**src/rtl/vram_wait_gen.sv**
```systemverilog
module vram_wait_gen #(
  parameter int SLOT_PERIOD = 8,
  parameter int DW = 8,
  parameter int RAW = 6,
  parameter int WAIT_REG = 25,
  parameter int WAIT_BIT = 2
) (
  input  logic           clk,
  input  logic           rst_n,
  input  logic           cs_n,
  input  logic           rd_n,
  input  logic           wr_n,
  input  logic [1:0]     port_sel,
  input  logic [DW-1:0]  cpu_din,
  output logic [DW-1:0]  cpu_dout,
  output logic           cpu_dout_oe,
  input  logic           reg_we,
  input  logic [RAW-1:0] reg_addr,
  input  logic [7:0]     reg_wdata,
  output logic           wait_pull,
  output logic           mem_req,
  output logic           mem_we,
  output logic [DW-1:0]  mem_wdata,
  input  logic [DW-1:0]  mem_rdata
);
  localparam int CW = (SLOT_PERIOD > 2) ? $clog2(SLOT_PERIOD) : 1;
  localparam logic [CW-1:0] SLOT_LAST = CW'(SLOT_PERIOD - 1);
  localparam logic [1:0] PORT_DATA = 2'd0;

  logic [CW-1:0] slot_cnt;
  logic          slot, wte;
  logic [1:0]    rd_sy, wr_sy;
  logic          acc_q, acc_now, lead, data_lead, grant;
  logic          pending, pend_wr, rd_valid;
  logic [DW-1:0] wr_hold, rd_hold;

  assign slot = (slot_cnt == SLOT_LAST);

  always_ff @(posedge clk or negedge rst_n)
    if (!rst_n) slot_cnt <= '0;
    else        slot_cnt <= slot ? '0 : slot_cnt + 1'b1;

  always_ff @(posedge clk or negedge rst_n)
    if (!rst_n) wte <= 1'b0;
    else if (reg_we && reg_addr == RAW'(WAIT_REG)) wte <= reg_wdata[WAIT_BIT];

  always_ff @(posedge clk or negedge rst_n)
    if (!rst_n) begin
      rd_sy <= '0;
      wr_sy <= '0;
      acc_q <= 1'b0;
    end else begin
      rd_sy <= {rd_sy[0], ~cs_n & ~rd_n};
      wr_sy <= {wr_sy[0], ~cs_n & ~wr_n};
      acc_q <= acc_now;
    end

  assign acc_now   = rd_sy[1] | wr_sy[1];
  assign lead      = acc_now & ~acc_q;
  assign data_lead = lead & (port_sel == PORT_DATA);
  assign grant     = (pending | data_lead) & slot;

  always_ff @(posedge clk or negedge rst_n)
    if (!rst_n) begin
      pending <= 1'b0;
      pend_wr <= 1'b0;
      wr_hold <= '0;
    end else begin
      if (grant)          pending <= 1'b0;
      else if (data_lead) pending <= 1'b1;
      if (data_lead) begin
        pend_wr <= wr_sy[1];
        if (wr_sy[1]) wr_hold <= cpu_din;
      end
    end

  assign mem_req   = grant;
  assign mem_we    = pending ? pend_wr : wr_sy[1];
  assign mem_wdata = pending ? wr_hold : cpu_din;

  always_ff @(posedge clk or negedge rst_n)
    if (!rst_n) begin
      rd_valid <= 1'b0;
      rd_hold  <= '0;
    end else if (grant && !mem_we) begin
      rd_valid <= 1'b1;
      rd_hold  <= mem_rdata;
    end else if (!rd_sy[1]) begin
      rd_valid <= 1'b0;
    end

  assign cpu_dout    = rd_hold;
  assign cpu_dout_oe = rd_valid;
  assign wait_pull   = wte & pending;

  logic [CW:0] wait_run;
  always_ff @(posedge clk or negedge rst_n)
    if (!rst_n) wait_run <= '0;
    else        wait_run <= wait_pull ? wait_run + 1'b1 : '0;

  AST_WAIT_BOUNDED: assert property (@(posedge clk) disable iff (!rst_n)
    wait_pull |-> (int'(wait_run) < SLOT_PERIOD - 1));
  AST_SLOT_RELEASE: assert property (@(posedge clk) disable iff (!rst_n)
    (wait_pull && mem_req) |=> !wait_pull);
  AST_WAIT_HOLD: assert property (@(posedge clk) disable iff (!rst_n)
    (wait_pull && !mem_req && !reg_we) |=> wait_pull);
  AST_DATA_ONLY: assert property (@(posedge clk) disable iff (!rst_n)
    $rose(pending) |-> $past(lead && port_sel == PORT_DATA));
  AST_SINGLE_GRANT: assert property (@(posedge clk) disable iff (!rst_n)
    mem_req |=> !mem_req);
  AST_OE_DROP: assert property (@(posedge clk) disable iff (!rst_n)
    (!rd_sy[1] && !mem_req) |=> !cpu_dout_oe);
endmodule

```
**config.mk**
```make
export PLATFORM = sky130hd
export DESIGN_NAME = vram_wait_gen
export DESIGN_NICKNAME = d
export VERILOG_FILES = /design/src/rtl/vram_wait_gen.sv
export SDC_FILE = /design/constraint.sdc
export NUM_CORES = 1
export LEC_CHECK = 0
export BUFFER_PORTS_ARGS = -buffer_cell sky130_fd_sc_hd__clkbuf_2
export CAP_MARGIN = 20
export CORE_MARGIN = 3
export CORE_UTILIZATION = 44
export DETAILED_ROUTE_END_ITERATION = 8
export PLACE_DENSITY = 0.77
export SLEW_MARGIN = 15
export SYNTH_ARGS = -nofsm -noshare
export SYNTH_HDL_FRONTEND = slang
export SYNTH_SLANG_ARGS = --single-unit
```
**constraint.sdc**
```tcl
create_clock -name clk -period 1.9 [get_ports clk]
set_input_delay 0 -clock clk [delete_from_list [all_inputs] [get_ports clk]]
set_output_delay 0 -clock clk [all_outputs]
set_load 0.005 [all_outputs]
```
==> flow_summary.rst, run 1 <==
.. list-table::
   :header-rows: 1

   * - Metric
     - Value
   * - Final nets
     - around 190
   * - Iteration-0 DRC count of the detailed router
     - 7
   * - CP Cell Sequence
     - ha_1, ha_1, and3b_1, a31oi_4, buf_12, mux2_2
   * - Core area
     - ~2500 um2
   * - Residual DRC
     - 0
   * - Routed Wire Length
     - between 2000 and 2500 um
   * - Max H-tree Level
     - 1
   * - Congestion Overflow GR
     - 0
   * - Post-synthesis instance area
     - between 1000 and 1500 um2
   * - Buffer depth of the longest clock path
     - 2
   * - FF+latch count, synth
     - 28
   * - Required time of the worst setup path
     - 2.11 ns
   * - Crit Path Max Fanout
     - 9
   * - Final weighted congestion in routability-driven placement
     - between 0.7 and 0.8
   * - Worst clock skew
     - between 0.003 and 0.004 ns
   * - Arrival @ worst endpoint
     - around 2.0 ns
   * - Fill count
     - roughly 190
   * - Area grow syn2layout
     - 46.6%
   * - Mux contribution to synthesized area
     - approximately 25%
   * - Detail-routed via count per cell
     - between 4 and 5
   * - Number of buffers added on ports
     - 50
   * - Fraction of the mapped netlist area in simple logic gates
     - a little over 9%
   * - Post-CTS clock slew at the launch and capture registers of the worst setup and hold paths
     - approximately 0.14 ns
   * - Skew-Pair Late Insertion Delay
     - between 0.3 and 0.4 ns
   * - Standard-cell rows
     - 18
   * - Antenna diode count
     - 0
   * - Leading cell types in the layout, fill and taps excluded
     - clkbuf_2, dfrtp_1, mux2_2
   * - Total of endpoints with negative setup slack in the final report
     - 0
   * - Final total negative setup slack
     - 0 ns
   * - Final critical path time including I/O delays and setup
     - between 1.5 and 2 ns
   * - Via count of the first global-routing pass
     - 963
   * - Initial core utilization
     - a little under half
   * - Die X
     - around 58 um
   * - Routed wire per std cell
     - 12.8 um
   * - Synth warn
     - 0
   * - Detailed placer's ending HPWL
     - about 1700 um
   * - Critical path capture point type
     - flip-flop
   * - Die ar.
     - approximately 3300 um2
   * - Commonest non-fill, non-tap cell in the layout
     - clkbuf_2
   * - Hold Violations, Final
     - 0
   * - Detailed-route via count
     - a little under 900
   * - Number of buffers created by CTS
     - 3
   * - Num Clock Sinks
     - 28
   * - Power density relative to cell area
     - 762 nW/um2
   * - Critical path startpoint category
     - flip-flop
   * - Slew HR
     - 55.3%
   * - Iteration count of the initial detailed-routing pass
     - 2
   * - Global routing usage summed across all routing layers
     - ~15%
   * - Leakage component of the power
     - 0.869 nW
   * - Antenna Violating Nets Remaining
     - 0
   * - Type of the worst min-delay path
     - in -> reg
   * - Cells after Synth
     - 77
   * - Yosys cell types
     - 18
   * - Stage delay of the slowest cell on the critical path
     - about 0.40 ns
   * - Status
     - completed
   * - CTS-repair resized insts
     - 0
   * - Sequential cell area fraction in the yosys report
     - between 50 and 60%
   * - I/O pins
     - 58
   * - RSZ-0062 raised after global routing
     - false
   * - Most numerous cell on the critical path
     - ha_1
   * - Clock root buffer master
     - clkbuf_4
   * - Worst IR drop on VDD
     - roughly 0.00074 V
   * - Number of antenna violations at the first check in global routing
     - 0
   * - Fmax achieved
     - roughly 560 MHz
   * - Share of synthesized cell area in full adder, half adder and majority cells
     - under 10%
   * - Clock tree from TritonCTS
     - yes
   * - Mean instance size in the synthesized netlist
     - between 15 and 20 um2
   * - Global-route wire length before repair
     - around 4000 um
   * - Transition time at the pin with the least slew margin
     - 0.671 ns
   * - Path type of the worst setup path
     - reg -> reg
   * - DIE HEIGHT
     - 57.6 um
   * - Maximum number of pins on one net before global-route repair
     - 29
   * - Final slew viol count
     - 0
   * - Post-synthesis compound-gate area fraction
     - under 10%
   * - Max-capacitance violation count
     - 0
   * - Main combinational cell family by area after synthesis
     - multiplexers
   * - Share of post-route cells with drive strength above 1
     - between 50% and 60%
   * - Post-route fraction of the period consumed by the critical path
     - 94.2%
   * - Parity-gate share of the synthesized area counting xor and xnor cells
     - 0%
   * - Number of nets in the synthesized netlist
     - about 120
   * - Final hold slack
     - approximately 0.040 ns
   * - Worst path slowest cell
     - dfrtp_1
-- power breakdown --
part / leakage, nW / internal (mW) / switching [mW]
clock: 0.0138 / 0.0740 / 0.154
sequential: 0.349 / 0.714 / 0.0619
combinational: 0.506 / 0.198 / 0.106
total: 0.869 / 0.986 / 0.322
-- timing repair --
action / 4_1_cts / 5_1_grt
endpoints found under the setup margin: 0 / 8
hold endpoints to repair: 47 / 0
setup buffers: 0 / 1
hold buffers: 22 / 0
-- metal layers --
metal / share of wire [%] / track usage [%]
met2: 51 / 28.4
met3: 8.7 / 4.07
met1: 40 / 17.7
met5: 0 / 0
met4: 0 / 2.98
-- synthesized netlist by cell type --
cell type | instances | share of area, %
buf_4 | 1 | 0.64
nor4b_1 | 1 | 0.75
a21oi_1 | 1 | 0.43
or2_2 | 1 | 0.53
nand2_1 | 3 | 0.96
dfrtp_1 | 28 | 60
a21o_1 | 1 | 0.64
a31oi_4 | 1 | 1.8
buf_2 | 1 | 0.43
nor2_1 | 4 | 1.3
mux2_2 | 26 | 25
nand4b_1 | 1 | 0.75
nor2b_1 | 1 | 0.53
and3b_1 | 1 | 0.75
nor3b_2 | 1 | 1.1
and2_1 | 2 | 1.1
nor3_4 | 1 | 1.4
ha_1 | 2 | 2.1
-- flip-flops by register name, indices dropped and copies added, names as in the netlist --
signal,cells
wr_sy,2
wr_hold,8
acc_q,1
rd_sy,2
wte,1
pending,1
cpu_dout_oe,1
slot_cnt,3
pend_wr,1
cpu_dout,8
-- final timing paths --
kind | from | to | slack (ns) | cells past startpoint
worst max-delay path | slot_cnt[0]$_DFF_PN0_ | cpu_dout[0]$_DFFE_PN0P_ | 0.11 | 6
worst min-delay path | port_sel[0] | pend_wr$_DFFE_PN0P_ | 0.04 | 4
worst max register to register | slot_cnt[0]$_DFF_PN0_ | cpu_dout[0]$_DFFE_PN0P_ | 0.11 | 6
worst min register to register | wr_sy[0]$_DFF_PN0_ | wr_sy[1]$_DFF_PN0_ | 0.36 | 0
max in group asynchronous | rst_n | slot_cnt[0]$_DFF_PN0_ | 1.23 | 2
min in group asynchronous | rst_n | wr_hold[2]$_DFFE_PN0P_ | 0.25 | 2
-- cell type report --
class                           count  area (um2)  share of cell area, %
Tap cell                           30        37.5                   2.19
Multi-Input combinational cell     47         458                   26.7
Timing Repair Buffer               74         498                   29.0
Sequential cell                    28         701                   40.8
Clock buffer                        3        22.5                   1.31
-- stage by stage --
step / power (mW) / cells / area [um2] / utilization, % / worst slack (ns)
floorplan: 0.908 / 77 / 1170 / - / 0.200
global placement: 1.04 / 156 / 1450 / 58.2 / 0.0992
detailed placement: 1.06 / 156 / 1450 / 58.2 / 0.0363
CTS: 1.33 / 181 / 1700 / 67.9 / 0.0284
global route: 1.39 / 182 / 1720 / 68.7 / 0.0283
finish: 1.31 / 182 / 1720 / 68.7 / 0.111
-- cells by family (layout without fill, tap and decap cells) --
logic type,Yosys count,after routing
AO/OA/AOI/OAI,3,3
adder cells (fa/ha/maj),2,2
buffers and inverters,2,77
flip-flops,28,28
multiplexers,26,26
AND/OR/NAND/NOR,16,16
-- critical path: cells and delay by family (launching register included) --
family | cells | cell delay, ns
AOI/OAI and AO/OA | 1 | 0.17
adders and majority gates | 2 | 0.43
buffers and inverters | 1 | 0.15
DFF | 1 | 0.40
muxes | 1 | 0.33
and+or+nand+nor | 1 | 0.21
Note: power is estimated with default switching activity, not from simulation.
==> inputs of run 2 (changes only) <==
Settings changed: ABC_AREA set to 1, CORE_UTILIZATION 44 to 45, CTS_CLUSTER_SIZE set to 28, PLACE_DENSITY 0.77 to 0.78.
==> flow_summary.rst, run 2 <==
.. list-table::
   :header-rows: 1

   * - Metric
     - Value
   * - Final weighted congestion in routability-driven placement
     - 0.720 (-1.4%)
   * - DIE HEIGHT
     - 58.0 um (+0.69%)
   * - Number of buffers created by CTS
     - 3 (unchanged)
   * - Hold Violations, Final
     - 0 (unchanged)
   * - Sequential Power Share
     - 58.4% (-0.9 points)
   * - Fraction of synthesized cell area taken by the top area cell type
     - 57.6% (-2.2 points)
   * - Finished Layout Cells
     - 236 (+30%)
   * - Slack of the worst reg-to-reg path
     - 0.45 ns (+0.34 ns)
   * - Standard-cell rows
     - 18 (unchanged)
   * - Storage element area
     - 701 um2 (unchanged)
   * - Critical path startpoint category
     - primary input
   * - Residual DRC
     - 0 (unchanged)
   * - Global-route wire length before repair
     - 4480 um (+12%)
   * - Stage delay of the slowest cell on the critical path
     - 0.55 ns (+0.15 ns)
   * - Fill count
     - 197 (+3.1%)
   * - Top post-synthesis cells by area
     - dfrtp_1, nand2_1, o21ai_0
   * - Sequential cell area fraction in the yosys report
     - 57.6% (-2.2 points)
   * - Final hold slack
     - 0.0384 ns (-0.00208 ns)
   * - CP Cell Sequence
     - dlygate4sd3_1, clkbuf_2, nand3_1, dlygate4sd3_1, nand2_1, dlygate4sd3_1
   * - Share of post-route cells with drive strength above 1
     - 29.1% (-27 points)
   * - Synth area leader
     - dfrtp_1
   * - Type of the worst min-delay path
     - in -> reg
   * - Number of antenna violations at the first check in global routing
     - 0 (unchanged)
   * - RSZ-0062 raised after global routing
     - false
   * - I/O pins
     - 58 (unchanged)
   * - Worst IR drop on VDD
     - 0.000619 V (-16%)
   * - Iteration-0 DRC count of the detailed router
     - 55 (+48)
   * - Slew HR
     - 56.7% (+1.4 points)
   * - Most common cell in the netlist
     - nand2_1
   * - Global routing usage summed across all routing layers
     - 16.8% (+1.5 points)
   * - Most used flip-flop cell after synthesis
     - dfrtp_1
   * - Buffer depth of the longest clock path
     - 2 (unchanged)
   * - Worst clock skew
     - 0.00476 ns (+0.000948 ns)
   * - Most numerous cell on the critical path
     - dlygate4sd3_1
   * - Clock tree from TritonCTS
     - yes
   * - Fraction of power consumed by combinational cells
     - 24.7% (+1.4 points)
   * - Synth warn
     - 0 (unchanged)
   * - Mux contribution to synthesized area
     - 0% (-25 points)
   * - Die ar.
     - 3360 um2 (+1.4%)
   * - Routed wire per std cell
     - 11.4 um (-11%)
   * - Final slew viol count
     - 0 (unchanged)
   * - Post-Place Cells
     - 209 (+34%)
   * - Leakage component of the power
     - 0.950 nW (+9.3%)
   * - Crit Path Max Fanout
     - 1 (-8)
   * - Iteration count of the initial detailed-routing pass
     - 4 (+2)
   * - Via count of the first global-routing pass
     - 1091 (+13%)
   * - Fmax achieved
     - 606 MHz (+8.4%)
   * - Leading cell types in the layout, fill and taps excluded
     - clkbuf_2, nand2_1, dfrtp_1
   * - FF+latch count, synth
     - 28 (unchanged)
   * - Num Clock Sinks
     - 28 (unchanged)
   * - Post-synthesis instance area
     - 1220 um2 (+3.8%)
   * - Maximum number of pins on one net before global-route repair
     - 29 (unchanged)
   * - Power spent charging and discharging nets
     - 0.366 mW (+14%)
   * - Transition time at the pin with the least slew margin
     - 0.649 ns (-0.0217 ns)
   * - Most instantiated cells after synthesis
     - nand2_1, dfrtp_1, inv_1, o21ai_0, nand4_1
   * - Yosys cell types
     - 18 (unchanged)
   * - Share of synthesized cell area in full adder, half adder and majority cells
     - 2.06% (-0.079 points)
   * - Final total negative setup slack
     - 0 ns (unchanged)
   * - Detailed-route via count
     - 1121 (+27%)
   * - Post-route fraction of the period consumed by the critical path
     - 86.8% (-7.3 points)
   * - Path type of the worst setup path
     - in -> reg
   * - Share of synthesized registers carrying an async set or reset
     - 100% (unchanged)
   * - Main combinational cell family by area after synthesis
     - simple AND/OR/NAND/NOR gates
   * - Number of nets in the synthesized netlist
     - 172 (+47%)
   * - Status
     - completed
   * - Post-CTS clock slew at the launch and capture registers of the worst setup and hold paths
     - 0.13 ns (about the same)
   * - Final nets
     - 248 (+28%)
   * - Power density relative to cell area
     - 753 nW/um2 (-1.1%)
   * - Number of flops mapped to enable cells by yosys
     - 0 (unchanged)
   * - Total of endpoints with negative setup slack in the final report
     - 0 (unchanged)
   * - Antenna Violating Nets Remaining
     - 0 (unchanged)
   * - Max H-tree Level
     - 1 (unchanged)
   * - Internal power
     - 0.950 mW (-3.6%)
   * - Count of buffers added by post-CTS timing repair for setup
     - 0 (unchanged)
   * - Number of buffers added on ports
     - 50 (unchanged)
   * - Clock root buffer master
     - clkbuf_4
   * - Worst path slowest cell
     - dlygate4sd3_1
   * - Routed Wire Length
     - 2680 um (+15%)
   * - Commonest non-fill, non-tap cell in the layout
     - clkbuf_2
   * - Detailed placer's ending HPWL
     - 1840 um (+12%)
   * - Detail-routed via count per cell
     - 4.75 (-2.1%)
   * - Die X
     - 58.0 um (+0.69%)
   * - Arrival @ worst endpoint
     - 1.86 ns (-0.14 ns)
   * - Skew-Pair Late Insertion Delay
     - 0.31 ns (about the same)
   * - Initial core utilization
     - 48.2% (+1.4 points)
   * - Area grow syn2layout
     - 43.6%
   * - Core area
     - 2520 um2 (+0.90%)
   * - Final critical path time including I/O delays and setup
     - 1.65 ns (-0.139 ns)
   * - Post-synthesis compound-gate area fraction
     - 7.72% (+4.8 points)
   * - Parity-gate share of the synthesized area counting xor and xnor cells
     - 0% (unchanged)
   * - Max-capacitance violation count
     - 0 (unchanged)
   * - Part of the power in the clock network
     - 16.9% (-0.5 points)
   * - Fraction of the mapped netlist area in simple logic gates
     - 25.7% (+17 points)
   * - Switching share of power
     - 27.8% (+3.2 points)
   * - Critical path capture point type
     - flip-flop
   * - Cells after Synth
     - 132 (+71%)
   * - Mean instance size in the synthesized netlist
     - 9.21 um2 (-39%)
   * - Antenna diode count
     - 0 (unchanged)
   * - Required time of the worst setup path
     - 2.11 ns (about the same)
   * - Congestion Overflow GR
     - 0 (unchanged)
   * - Multi-input combinational cell area
     - 432 um2 (-5.7%)
==> run 2: cell count changes after synthesis, sizes merged, moves of 2 or more <==
cell,previous run,this run
o21ai,0,18
nor2,4,8
nand4,0,8
mux2,26,0
nand3,0,3
and2,2,0
inv,0,17
nand2,3,44
==> run 2: metal layers <==
| layer | global-route usage, % | part of all wire [%] |
|---|---|---|
| met2 | 31.5 | 52 |
| met3 | 2.00 | 5.4 |
| met1 | 21.0 | 42 |
| met5 | 0 | 0 |
| met4 | 2.98 | 0 |
==> run 2: worst max-delay path: cells and delay by family <==
family / cells / cell delay (ns)
buf+inv: 4 / 1.72
simple gates: 2 / 0.13
==> run 2: power groups by stage <==
stage / registers, mW / clock network, mW / logic, mW
finish: 0.768 / 0.222 / 0.325
global route: 0.783 / 0.252 / 0.370
CTS: 0.769 / 0.230 / 0.328
detailed placement: 0.781 / 0 / 0.288
global placement: 0.774 / 0 / 0.273
floorplan: 0.779 / 0 / 0.130
==> run 2: area by class of cell <==
cell class,instances,share of cell area (%)
Multi-Input combinational cell,84,24.7
Clock buffer,3,1.29
Sequential cell,28,40.1
Timing Repair Buffer,74,28.1
Inverter,17,3.65
Tap cell,30,2.15
==> run 2: what timing repair did <==
action | in CTS | in global routing
gates resized for setup | 0 | 0
endpoints found under the hold margin | 47 | 0
hold buffers | 24 | 0
==> run 2: cell families (layout without fill, tap and decap cells) <==
family / after synthesis / after routing
compound gates: 18 / 18
fa+ha+maj: 2 / 2
buf+inv: 20 / 94
flops: 28 / 28
simple gates: 64 / 64
==> run 2: worst paths after layout <==
| kind | startpoint | cells past startpoint | end |
|---|---|---|---|
| hold / removal | port_sel[0] | 4 | pend_wr$_DFFE_PN0P_ |
| setup reg to reg | slot_cnt[0]$_DFF_PN0_ | 5 | cpu_dout[2]$_DFFE_PN0P_ |
| hold reg to reg | rd_sy[0]$_DFF_PN0_ | 0 | rd_sy[1]$_DFF_PN0_ |
| min in group asynchronous | rst_n | 2 | wr_hold[1]$_DFFE_PN0P_ |
| setup / recovery | reg_wdata[2] | 6 | wte$_DFFE_PN0P_ |
| max in group asynchronous | rst_n | 2 | slot_cnt[0]$_DFF_PN0_ |
==> run 2: stage by stage <==
stage                     power, mW  util, %  setup slack (ns)  cell area [um2]
final                          1.32     69.2             0.250             1750
after global routing           1.41     69.2             0.161             1750
after CTS                      1.33     69.2             0.295             1750
after detailed placement       1.07     58.8             0.505             1480
after global placement         1.05     58.8             0.546             1480
after floorplan               0.909        -             0.661             1220
